==> config.mk <==
export PLATFORM = sky130hd
export DESIGN_NAME = cobi_spreader
export DESIGN_NICKNAME = d
export VERILOG_FILES = /design/src/rtl/cobi_spreader_pkg.sv /design/src/rtl/cobi_codegen.sv /design/src/rtl/cobi_framer.sv /design/src/rtl/cobi_serializer.sv /design/src/rtl/cobi_spreader.sv
export SDC_FILE = /design/constraint.sdc
export NUM_CORES = 1
export LEC_CHECK = 0
export CORE_MARGIN = 1.5
export CORE_UTILIZATION = 58
export DETAILED_ROUTE_END_ITERATION = 6
export PLACE_DENSITY = 0.84
export REMOVE_ABC_BUFFERS = 1
export SLEW_MARGIN = 20
export SYNTH_ARGS = -nofsm -noshare
export SYNTH_HDL_FRONTEND = slang
export SYNTH_HIERARCHICAL = 1
export SYNTH_SLANG_ARGS = --single-unit
==> constraint.sdc <==
create_clock -name clk -period 2.94 [get_ports clk]
set_input_delay 0.588 -clock clk [delete_from_list [all_inputs] [get_ports clk]]
set_output_delay 0.588 -clock clk [all_outputs]
set_load 0.05 [all_outputs]
==> src/rtl/cobi_spreader_pkg.sv <==
// Package: shared constants for the chip spreader.
// Assumes only the two supported code lengths, 8 and 16.
package cobi_spreader_pkg;

    localparam int SYM_W = 4;

    // Root code word for a code length; chip 0 is the most significant bit.
    function automatic logic [15:0] root_code(input int n);
        return (n == 8) ? 16'h005C : 16'h2F53;
    endfunction

endpackage

==> src/rtl/cobi_codegen.sv <==
// Module: cobi_codegen
// Derives one code word from the stored root. It rotates the root left by
// sym[2:0]*STEP chips and then inverts the odd-indexed chips when sym[3] is set.
// Assumes N is a power of two, so the rotation index wraps by truncation.
module cobi_codegen #(
    parameter int           N    = 8,
    parameter int           STEP = 1,
    parameter logic [N-1:0] ROOT = '0
) (
    input  logic [3:0]   sym,
    output logic [N-1:0] word
);
    localparam int RW = $clog2(N);

    logic [RW-1:0] rot;

    // Purpose: rotation amount from the low symbol bits.
    always_comb begin
        rot = RW'(int'(sym[2:0]) * STEP);
    end

    // Purpose: one output chip per position; chip i sits at bit N-1-i.
    for (genvar i = 0; i < N; i++) begin : g_chip
        logic [RW-1:0] src;
        always_comb begin
            src = RW'(i) + rot;
            word[N-1-i] = ROOT[~src] ^ (sym[3] & ((i % 2) == 1));
        end
    end
endmodule

==> src/rtl/cobi_framer.sv <==
// Module: cobi_framer
// Builds the transmit frame from a code word. With EXT = 1 it places a copy of
// the final chip ahead of chip 0 as a cyclic prefix. The frame MSB goes out first.
module cobi_framer #(
    parameter int N   = 8,
    parameter int EXT = 1,
    localparam int L  = N + EXT
) (
    input  logic [N-1:0] word,
    output logic [L-1:0] frame
);
    if (EXT != 0) begin : g_prefix
        // Purpose: prefix the last chip (bit 0) ahead of the word.
        always_comb frame = {word[0], word};
    end else begin : g_plain
        // Purpose: pass the word through unchanged.
        always_comb frame = word;
    end
endmodule

==> src/rtl/cobi_serializer.sv <==
// Module: cobi_serializer
// Shifts an L-chip frame out MSB first, one chip per chip_en clock. A new frame
// is loaded when idle, or on the clock that consumes the last chip.
// Assumes L >= 2.
module cobi_serializer #(
    parameter int  L  = 9,
    localparam int CW = $clog2(L + 1)
) (
    input  logic         clk,
    input  logic         rst_n,
    input  logic         chip_en,
    input  logic         load_valid,
    output logic         load_ready,
    input  logic [L-1:0] frame_in,
    output logic         chip_out,
    output logic         chip_valid,
    output logic         first_chip
);
    logic [L-1:0]  shreg;
    logic [CW-1:0] remain;
    logic          first_q;
    logic          accept;

    // Purpose: handshake; take a frame when idle or on the final chip strobe.
    always_comb begin
        load_ready = (remain == '0) || ((remain == CW'(1)) && chip_en);
        accept     = load_valid && load_ready;
    end

    // Purpose: frame shift register, chip counter and first-slot flag.
    always_ff @(posedge clk) begin
        if (!rst_n) begin
            shreg   <= '0;
            remain  <= '0;
            first_q <= 1'b0;
        end else if (accept) begin
            shreg   <= frame_in;
            remain  <= CW'(L);
            first_q <= 1'b1;
        end else if (chip_en && (remain != '0)) begin
            shreg   <= shreg << 1;
            remain  <= remain - CW'(1);
            first_q <= 1'b0;
        end
    end

    // Purpose: present the current chip; idle level is 0.
    always_comb begin
        chip_valid = (remain != '0);
        chip_out   = chip_valid & shreg[L-1];
        first_chip = first_q;
    end

    AST_LOAD_STARTS: assert property (@(posedge clk) disable iff (!rst_n)
        (load_valid && load_ready) |=> (chip_valid && first_chip));
    AST_HOLD_CHIP: assert property (@(posedge clk) disable iff (!rst_n)
        (chip_valid && !chip_en) |=> (chip_valid && $stable(chip_out) && $stable(first_chip)));
    AST_IDLE_QUIET: assert property (@(posedge clk) disable iff (!rst_n)
        !chip_valid |-> (!chip_out && !first_chip));
    AST_READY_HELD: assert property (@(posedge clk) disable iff (!rst_n)
        (chip_valid && !chip_en) |-> !load_ready);
    AST_NO_GAP: assert property (@(posedge clk) disable iff (!rst_n)
        (chip_valid && chip_en && load_valid && load_ready) |=> chip_valid);
endmodule

==> src/rtl/cobi_spreader.sv <==
// Module: cobi_spreader (top)
// 4-bit symbol to chip spreader. It derives the code word from a single root,
// frames it with an optional cyclic-prefix chip and serializes it.
// Assumes CHIPS is 8 or 16; the 8-chip build always carries the prefix chip.
module cobi_spreader #(
    parameter int CHIPS    = 8,
    parameter int EXT_LONG = 1
) (
    input  logic       clk,
    input  logic       rst_n,
    input  logic       chip_en,
    input  logic       sym_valid,
    output logic       sym_ready,
    input  logic [3:0] sym_data,
    output logic       chip_out,
    output logic       chip_valid,
    output logic       sym_start
);
    import cobi_spreader_pkg::*;

    localparam int              EXT       = (CHIPS == 8) ? 1 : ((EXT_LONG != 0) ? 1 : 0);
    localparam int              STEP      = CHIPS / 8;
    localparam int              FRAME_LEN = CHIPS + EXT;
    localparam logic [15:0]     ROOT_FULL = root_code(CHIPS);
    localparam logic [CHIPS-1:0] ROOT     = ROOT_FULL[CHIPS-1:0];

    logic [CHIPS-1:0]     word;
    logic [FRAME_LEN-1:0] frame;

    cobi_codegen #(.N(CHIPS), .STEP(STEP), .ROOT(ROOT)) u_codegen (
        .sym  (sym_data),
        .word (word)
    );

    cobi_framer #(.N(CHIPS), .EXT(EXT)) u_framer (
        .word  (word),
        .frame (frame)
    );

    cobi_serializer #(.L(FRAME_LEN)) u_serializer (
        .clk        (clk),
        .rst_n      (rst_n),
        .chip_en    (chip_en),
        .load_valid (sym_valid),
        .load_ready (sym_ready),
        .frame_in   (frame),
        .chip_out   (chip_out),
        .chip_valid (chip_valid),
        .first_chip (sym_start)
    );
endmodule

==> results.md <==
- Outcome: complete, no violations
- CTS Buf Count: 3
- Drt first pass iters: 4
- Worst Skew: 0.00670 ns
- Final Wtd Congestion: 0.796
- Rows: 14
- Largest net degree at the start of global routing: 18
- Post-route ant nets: 0
- Fmax: 353 MHz
- Commonest non-fill, non-tap cell in the layout: dfxtp_1
- TritonCTS clock tree: built
- Endpoints failing hold: 0
- Worst reg2reg path depth: 6
- Least-Margin Pin Slew: 0.497 ns
- Vias post-DR: 810
- Post-CTS Setup Bufs: 0
- Asr flop ratio synth: 0%
- Setup TNS: 0 ns
- Max clock buf depth: 2
- Worst Hold Path EP: u_serializer/first_chip$_SDFFE_PN0P_
- Most frequent cells in the layout: dfxtp_1, nand3_1, nor3_1
- Synth Warn #: 6
- Area occupied by multi-input gates: 508 sq um
- Worst Path Max Fanout: 15
- Die width: 43.7 um
- P&R area growth vs syn: 6.12%
- Final total power: 0.00120 W
- Detailed Route WL: 1940 um
- Hold Path Depth: 2
- VDD IR-drop max: 0.000870 V
- Hold-fix buffers, CTS: 0
- Overflow after GRT: 0
- Post-Syn Instances: 116
- Fillers: 122
- Hold Path Class: reg -> reg
- Hold wc startpoint: u_serializer/first_chip$_SDFFE_PN0P_
- NumNets Final: 127
- Crit path capture type: output pin
- Synthesized area: 961 sq um
- Clock root buffer: clkbuf_4
- Global-route wire length before repair: 3390 um
- Diodes inserted: 0
- Worst path arrival time: 2.24 ns
- FF/Latch Area: 280 sq um
- Final setup viols: 0
- Core area: 1520 sq um
- Clk Latency, worst-skew pair: 0.28 ns
- CTS HTree Levels: 1
- Slew margin rel.: 66.8%
- Yosys reg bits: 14
- RSZ-0062 raised after global routing: false
- Reg-to-reg setup timing slack: 1.32 ns
- DR vias/cell: 6.14
- Crit path launch type: flop
- Post-synth EDFFs: 0
- Post-Syn Area per Cell: 8.28 sq um
- Hpwl dp: 1370 um
- Drt initial violations: 15
- Initial antenna violation count: 0
- Max Cap Viol: 0
- Vias in the first global route: 796
- RR Endpoint: u_serializer/shreg[4]$_SDFFE_PN0P_
- Sequential-to-total area share from yosys stat: 29.2%
- Clock slew at reported path FFs: 0.09 ns
- Power per cell area: 1180 nW/um^2
- Clock sink total: 14
- Pleak: 0.389 nW
- Port bufs: 11
- WL/cell: 14.7 um
- Post-route clock period utilization: 96.3%
- WS Path Type: reg -> out
- Crit path required time: 2.35 ns
- Yosys cell types: 32
- DR DRC count: 0
- Tot GR Track Use: 22.9%
- Min Clock Period, post-route: 2.83 ns
- Top-Level Pins: 12
- Die height: 43.7 um
- Post_cts resized: 0
- Predominant post-synthesis flop cell: dfxtp_1
- Die Footprint: 1910 sq um
- Share of layout cells above drive strength 1: 16.4%
- Final Max Tran Viols: 0
- Initial core utilization: 63.1%
- R2r startpoint: u_serializer/remain[0]$_SDFFE_PN0P_
power breakdown:
group / leakage, nW / internal (W) / switching (W)
clock: 0.0210 / 0.0000752 / 0.0000616
sequential: 0.115 / 0.000269 / 0.0000589
combinational: 0.253 / 0.000285 / 0.000452
total: 0.389 / 0.000630 / 0.000573
critical path: stages (launching register included):
cell             delay, ns
dfxtp_1               0.38
inv_1                 0.08
ha_1                  0.26
nor3b_4               0.18
inv_2                 0.21
clkdlybuf4s50_1       0.86
area by class of cell:
| cell class | count | share of cell area (%) |
|---|---|---|
| inverter | 8 | 2.94 |
| tap | 16 | 1.96 |
| clock buffer | 4 | 3.56 |
| sequential | 14 | 27.5 |
| timing repair buffer | 14 | 14.2 |
| multi-input combinational | 76 | 49.8 |
cells by family (layout without fill, tap and decap cells):
| kind of cell | Yosys count | count (layout) | share of synthesized area, % |
|---|---|---|---|
| adder cells (fa/ha/maj) | 2 | 2 | 2.60 |
| AND/OR/NAND/NOR | 34 | 34 | 20.6 |
| XOR/XNOR | 4 | 4 | 3.65 |
| buffers and inverters | 26 | 26 | 18.0 |
| multiplexers | 3 | 3 | 3.13 |
| AO/OA/AOI/OAI | 33 | 33 | 22.9 |
| flip-flops | 14 | 14 | 29.2 |
synthesized netlist by cell type, drive strengths merged (2+ instances only):
master / n / area [sq um]
nand3: 11 / 55.1
nand2: 3 / 13.8
nor2: 3 / 11.3
ha: 2 / 25.0
a31oi: 2 / 12.5
a311oi: 8 / 70.1
inv: 8 / 30.0
a21oi: 6 / 33.8
mux2i: 3 / 30.0
and4b: 2 / 20.0
nor3b: 2 / 26.3
buf: 17 / 139
o21ai: 14 / 77.6
dfxtp: 14 / 280
xnor2: 3 / 26.3
nor3: 10 / 50.1
worst max path at each step:
stage	slack [ns]	start	endpoint
4_1_cts	0.03	u_serializer/remain[0]$_SDFFE_PN0P_	chip_out
6_report	0.11	u_serializer/remain[0]$_SDFFE_PN0P_	chip_valid
3_3_place_gp	0.39	u_serializer/remain[0]$_SDFFE_PN0P_	chip_out
2_1_floorplan	0.60	u_serializer/remain[0]$_SDFFE_PN0P_	sym_ready
5_1_grt	0.009	u_serializer/remain[0]$_SDFFE_PN0P_	chip_valid
3_5_place_dp	0.34	u_serializer/remain[0]$_SDFFE_PN0P_	chip_out
registers in the layout, indices dropped and copies added (netlist names):
name	count
u_serializer/shreg	9
u_serializer/first_chip	1
u_serializer/remain	4
layer usage:
metal | track usage, % | share of wire, % | vias up | wire, um
li1 | - | - | 416 | -
met1 | 29.3 | 46 | 372 | 884
met2 | 40.9 | 51 | 22 | 986
met3 | 2.50 | 3.5 | 0 | 68
met4 | 5.45 | 0 | 0 | 0
met5 | 0 | 0 | - | 0
per-stage QoR:
step           hold slack, ns  instances  setup WS, ns  area, sq um  utilization [%]
2_1_floorplan           0.457         98         0.600          818                -
3_3_place_gp            0.466        128         0.391          981             64.4
3_5_place_dp            0.468        128         0.342          981             64.4
4_1_cts                 0.481        132        0.0305         1020             66.7
5_1_grt                 0.506        132       0.00863         1020             66.9
6_report                0.478        132         0.108         1020             66.9
(Power assumes the default switching activity.)
